## src/rtl/bitword_pkg.sv

```systemverilog
package bitword_pkg;

  // Action chosen for one cycle after strobe priority is resolved
  typedef enum logic [1:0] {
    ACT_IDLE   = 2'd0,
    ACT_SHIFT  = 2'd1,
    ACT_COMMIT = 2'd2,
    ACT_DROP   = 2'd3
  } act_t;

endpackage

```

## src/rtl/bitword_arbiter.sv

```systemverilog
module bitword_arbiter
  import bitword_pkg::*;
(
  input  logic bit_stb,
  input  logic cancel_stb,
  input  logic confirm_stb,
  input  logic full,
  output act_t act
);

  // Priority: cancel, then confirm, then bit entry
  always_comb begin
    if (cancel_stb)               act = ACT_DROP;
    else if (confirm_stb)         act = full ? ACT_COMMIT : ACT_DROP;
    else if (bit_stb && !full)    act = ACT_SHIFT;
    else                          act = ACT_IDLE;
  end

endmodule

```

## src/rtl/bitword_shifter.sv

```systemverilog
module bitword_shifter
  import bitword_pkg::*;
#(
  parameter int WORD_W = 8,
  localparam int CNT_W = $clog2(WORD_W + 1)
) (
  input  logic              clk,
  input  logic              rst,
  input  act_t              act,
  input  logic              bit_val,
  output logic [WORD_W-1:0] work,
  output logic [CNT_W-1:0]  fill_cnt,
  output logic              full
);

  localparam logic [CNT_W-1:0] CNT_FULL = CNT_W'(WORD_W);

  logic clear_w;
  assign clear_w = (act == ACT_COMMIT) || (act == ACT_DROP);
  assign full    = (fill_cnt == CNT_FULL);

  always_ff @(posedge clk) begin
    if (rst || clear_w)         fill_cnt <= '0;
    else if (act == ACT_SHIFT)  fill_cnt <= fill_cnt + 1'b1;
  end

  // Shift chain: new bit at position 0, older bits move up
  generate
    for (genvar i = 0; i < WORD_W; i++) begin : g_cell
      logic next_in;
      if (i == 0) begin : g_head
        assign next_in = bit_val;
      end else begin : g_link
        assign next_in = work[i-1];
      end
      always_ff @(posedge clk) begin
        if (rst || clear_w)        work[i] <= 1'b0;
        else if (act == ACT_SHIFT) work[i] <= next_in;
      end
    end
  endgenerate

  assert_count_bound_R4: assert property (@(posedge clk) disable iff (rst)
    fill_cnt <= CNT_FULL);

  assert_no_shift_when_full_R4: assert property (@(posedge clk) disable iff (rst)
    full |=> fill_cnt == CNT_FULL || fill_cnt == '0);

  assert_restart_empty_R10: assert property (@(posedge clk) disable iff (rst)
    (act == ACT_COMMIT || act == ACT_DROP) |=> (fill_cnt == '0 && work == '0));

endmodule

```

## src/rtl/bitword_holder.sv

```systemverilog
module bitword_holder
  import bitword_pkg::*;
#(
  parameter int WORD_W = 8
) (
  input  logic              clk,
  input  logic              rst,
  input  act_t              act,
  input  logic [WORD_W-1:0] work,
  output logic [WORD_W-1:0] word_out,
  output logic              word_valid
);

  always_ff @(posedge clk) begin
    if (rst) begin
      word_out   <= '0;
      word_valid <= 1'b0;
    end else begin
      word_valid <= (act == ACT_COMMIT);
      if (act == ACT_COMMIT) word_out <= work;
    end
  end

  assert_out_hold_R9: assert property (@(posedge clk) disable iff (rst)
    (act != ACT_COMMIT) |=> $stable(word_out));

  assert_valid_single_R3: assert property (@(posedge clk) disable iff (rst)
    word_valid |=> !word_valid);

endmodule

```

## src/rtl/bitword_assembler.sv

```systemverilog
module bitword_assembler
  import bitword_pkg::*;
#(
  parameter int WORD_W = 8,
  localparam int CNT_W = $clog2(WORD_W + 1)
) (
  input  logic              clk,
  input  logic              rst,
  input  logic              bit_stb,
  input  logic              bit_val,
  input  logic              cancel_stb,
  input  logic              confirm_stb,
  output logic [WORD_W-1:0] word_out,
  output logic              word_valid
);

  act_t              act;
  logic              full;
  logic [WORD_W-1:0] work;
  logic [CNT_W-1:0]  fill_cnt;

  bitword_arbiter u_arb (
    .bit_stb     (bit_stb),
    .cancel_stb  (cancel_stb),
    .confirm_stb (confirm_stb),
    .full        (full),
    .act         (act)
  );

  bitword_shifter #(.WORD_W(WORD_W)) u_shift (
    .clk      (clk),
    .rst      (rst),
    .act      (act),
    .bit_val  (bit_val),
    .work     (work),
    .fill_cnt (fill_cnt),
    .full     (full)
  );

  bitword_holder #(.WORD_W(WORD_W)) u_hold (
    .clk        (clk),
    .rst        (rst),
    .act        (act),
    .work       (work),
    .word_out   (word_out),
    .word_valid (word_valid)
  );

  assert_short_confirm_R5: assert property (@(posedge clk) disable iff (rst)
    (confirm_stb && !full) |=> (!word_valid && $stable(word_out)));

  assert_cancel_wins_R6_R7: assert property (@(posedge clk) disable iff (rst)
    cancel_stb |=> (!word_valid && $stable(word_out)));

  assert_full_confirm_R3: assert property (@(posedge clk) disable iff (rst)
    (confirm_stb && !cancel_stb && full) |=> (word_valid && word_out == $past(work)));

  assert_confirm_beats_bit_R8: assert property (@(posedge clk) disable iff (rst)
    (confirm_stb && bit_stb && !cancel_stb) |=> fill_cnt == '0);

endmodule

```

## config.mk

```make
export PLATFORM = sky130hd
export DESIGN_NAME = bitword_assembler
export DESIGN_NICKNAME = d
export VERILOG_FILES = /design/src/rtl/bitword_pkg.sv /design/src/rtl/bitword_arbiter.sv /design/src/rtl/bitword_shifter.sv /design/src/rtl/bitword_holder.sv /design/src/rtl/bitword_assembler.sv
export SDC_FILE = /design/constraint.sdc
export NUM_CORES = 1
export LEC_CHECK = 0
export ABC_CLOCK_PERIOD_IN_PS = 1800
export BUFFER_PORTS_ARGS = -buffer_cell sky130_fd_sc_hd__buf_2
export CAP_MARGIN = 20
export CORE_MARGIN = 5
export CORE_UTILIZATION = 35
export DETAILED_ROUTE_END_ITERATION = 12
export GPL_ROUTABILITY_DRIVEN = 0
export HOLD_SLACK_MARGIN = 0.08
export PLACE_DENSITY_LB_ADDON = 0.1
export SLEW_MARGIN = 10
export SYNTH_ARGS = -nofsm -noshare
export SYNTH_HDL_FRONTEND = slang
export SYNTH_SLANG_ARGS = --single-unit
```

## constraint.sdc

```tcl
create_clock -name clk -period 1.8 [get_ports clk]
set_clock_uncertainty 0.1 [all_clocks]
set_input_delay 0.27 -clock clk [delete_from_list [all_inputs] [get_ports clk]]
set_output_delay 0.27 -clock clk [all_outputs]
set_load 0.03 [all_outputs]
```

==> impl_metrics.env <==
export IMPL_finalSetupViolCount=0
export IMPL_cts_tree="built"
export IMPL_yosys_area_top_type="dfxtp_1"
export IMPL_antenna_found_initial=0
export IMPL_end_kind="flop"
export IMPL_n_antenna_cell=0
export IMPL_num_vias=647
export IMPL_hold_viol_final=0
export IMPL_htree_levels=1
export IMPL_clock_latency_ps=300
export IMPL_relSlewSlack_pct=80.38
export IMPL_yosysUniqueCellTypes=24
export IMPL_wl_um=1623
export IMPL_synth_common_cells="dfxtp_1 (21), nand2b_1 (16), o221a_2 (9)"
export IMPL_min_delay_path_depth=2
export IMPL_portBuffers=14
export IMPL_yosysWarnings=0
export IMPL_synth_xor_area_share_pct=0
export IMPL_outcome="complete, no violations"
export IMPL_crit_path_start_kind="flop"
export IMPL_grt_pass1_vias=621
export IMPL_die_width_um=61.09
export IMPL_rsz0062_at_grt="no"
export IMPL_synth_nets=90
export IMPL_tightest_slew_ps=294.4
export IMPL_post_route_period_util_pct=90.76
export IMPL_timing_rr_start="u_shift.fill_cnt[0]$_SDFFE_PP0N_"
export IMPL_grt_pass1_wl_um=2753
export IMPL_synth_area_mux_share_pct=10.00
export IMPL_overflow=0
export IMPL_worstPathCellList="inv_1 -> ha_1 -> nand3b_4 -> or3b_1 -> mux2i_1"
export IMPL_ys_seq_elements=21
export IMPL_cp_required_ps=1900
export IMPL_area_delta_synth_final_pct=14.38
export IMPL_num_rows=18
export IMPL_clock_fmax_mhz=612.1
export IMPL_cp_startpoint="u_shift.fill_cnt[0]$_SDFFE_PP0N_"
export IMPL_drt_iter0_drc=13
export IMPL_syn_area_per_cell_um2=11.14
export IMPL_grt_usage_pct=10.25
export IMPL_finalPower_mw=0.7418
export IMPL_synth_compound_area_share_pct=14.66
export IMPL_syn_inst=82
export IMPL_crit_buf_inv=1
export IMPL_critical_path_depth=5
export IMPL_synth_most_common_cell="dfxtp_1"
export IMPL_synthFlopType="dfxtp_1"
export IMPL_vdd_drop_max_mv=0.4452
export IMPL_seq_area_frac_synth_pct=46.03
export IMPL_synth_simple_gate_area_share_pct=22.88
export IMPL_hpwl_um=1163
export IMPL_synth_fa_ha_area_share_pct=2.740
export IMPL_critical_path_arrival_ps=1730
export IMPL_cts_setup_buffers=0
export IMPL_dr_pass1_iters=2
export IMPL_cp_max_fo=6
export IMPL_max_stage_delay_ps=510
export IMPL_root_buffer="clkbuf_4"
export IMPL_grt_max_degree=22
export IMPL_yosys_top_cells_area="dfxtp_1 (46%), o221a_2 (11%), nand2b_1 (11%), mux2i_1 (8.8%), ha_1 (2.7%)"
export IMPL_worstHoldStart="bit_val"
export IMPL_path_class="flop to flop"
export IMPL_cts_sinks=21
export IMPL_power_leakage_nw=0.4766
export IMPL_synth_area_um2=913.4
export IMPL_wl_per_cell_um=12.68
export IMPL_r2r_cells=5
export IMPL_die_h_um=61.09
export IMPL_clock_path_buffers=2
export IMPL_drc_errors=0
export IMPL_max_cap_viol_count=0
export IMPL_cts_hold_buf=0
export IMPL_cpMaxStageDelayCell="or3b_1"
export IMPL_synth_top_area_share_pct=46.03
export IMPL_powerDensity_nw_per_um2=710.1
export IMPL_die_area_um2=3731
export IMPL_synth_top_family_by_area="simple AND/OR/NAND/NOR gates"
export IMPL_cts_made_buffers=3
export IMPL_coreArea_um2=2477
export IMPL_viasPerCell=5.055
export IMPL_drive_gt1_share_pct=37.76
export IMPL_ios=15
export IMPL_postCtsResizedCells=0
export IMPL_async_flop_share_pct=0
export IMPL_hp_class="input port to flop"
export IMPL_path_clk_slew_ps=120
export IMPL_ant_nets=0
export IMPL_synth_edf_count=0
export IMPL_finalNetCount=107
export IMPL_cpLargestDelayFamily="simple AND/OR/NAND/NOR gates"
export IMPL_final_max_slew_viol_count=0
export IMPL_period_minus_slack_ps=1634
export IMPL_setup_tns_ps=0
export IMPL_start_util_pct=36.87
cell type report:
class	instances	area (um^2)
clock buffers	3	22.52
clock inverters	1	5.005
fillers	258	1433
inverters	2	7.507
multi-input cells	54	459.2
flip-flops and latches	21	420.4
well taps	30	37.54
repair buffers	17	92.59
state kept, by name, summed over array words and instances (netlist names):
signal and cells:
u_shift.work 1, u_shift.fill_cnt 4, u_shift.g_cell.next_in 7, u_hold.word_out 8
u_hold.word_valid 1
stage by stage:
stage	worst slack (ps)	util (%)	hold slack, ps	std cells	instance area (um^2)
final	166.2	42.17	140.5	128	1045
after global routing	77.12	42.17	138.6	128	1045
after CTS	147.7	42.17	129.7	128	1045
after detailed placement	157.8	41.06	361.7	124	1017
after global placement	197.2	41.06	356.4	124	1017
after floorplan	304.0	-	352.0	82	913.4
layout by cell type (no fill, tap or decap), types with 2 or more instances in the layout:
cell type,n
buf_2,14
buf_4,3
clkbuf_4,3
dfxtp_1,21
ha_1,2
inv_1,2
mux2i_1,8
nand2_1,2
nand2b_1,16
nor3_1,3
o221a_2,9
path summary, 6_finish.rpt:
| path | end | slack, ps |
|---|---|---|
| hold reg to reg | u_hold.word_out[7]$_SDFFE_PP0N_ | 380 |
| hold / removal | u_shift.g_cell[1].next_in$_SDFFE_PP0N_ | 140 |
| setup / recovery | u_hold.word_out[0]$_SDFFE_PP0N_ | 170 |
| setup reg to reg | u_hold.word_out[0]$_SDFFE_PP0N_ | 170 |
per-layer routing:
metal,share of wire [%],vias to the layer above,track usage [%]
met4,1.8,0,5.573
met5,0,-,0
li1,-,329,-
met2,49,7,16.62
met1,46,307,12.05
met3,3.0,4,3.145
report_power, final:
group	switching, mW	internal (mW)
Combinational	0.0234	0.0196
Clock	0.146	0.0829
Sequential	0.00230	0.467
Total	0.172	0.570
logic make-up after synthesis:
kind of cell             Yosys count
AND/OR/NAND/NOR                   31
flip-flops                        21
AO/OA/AOI/OAI                     12
multiplexers                       9
buffers and inverters              7
adder cells (fa/ha/maj)            2
Note: power is estimated with default switching activity, not from simulation.
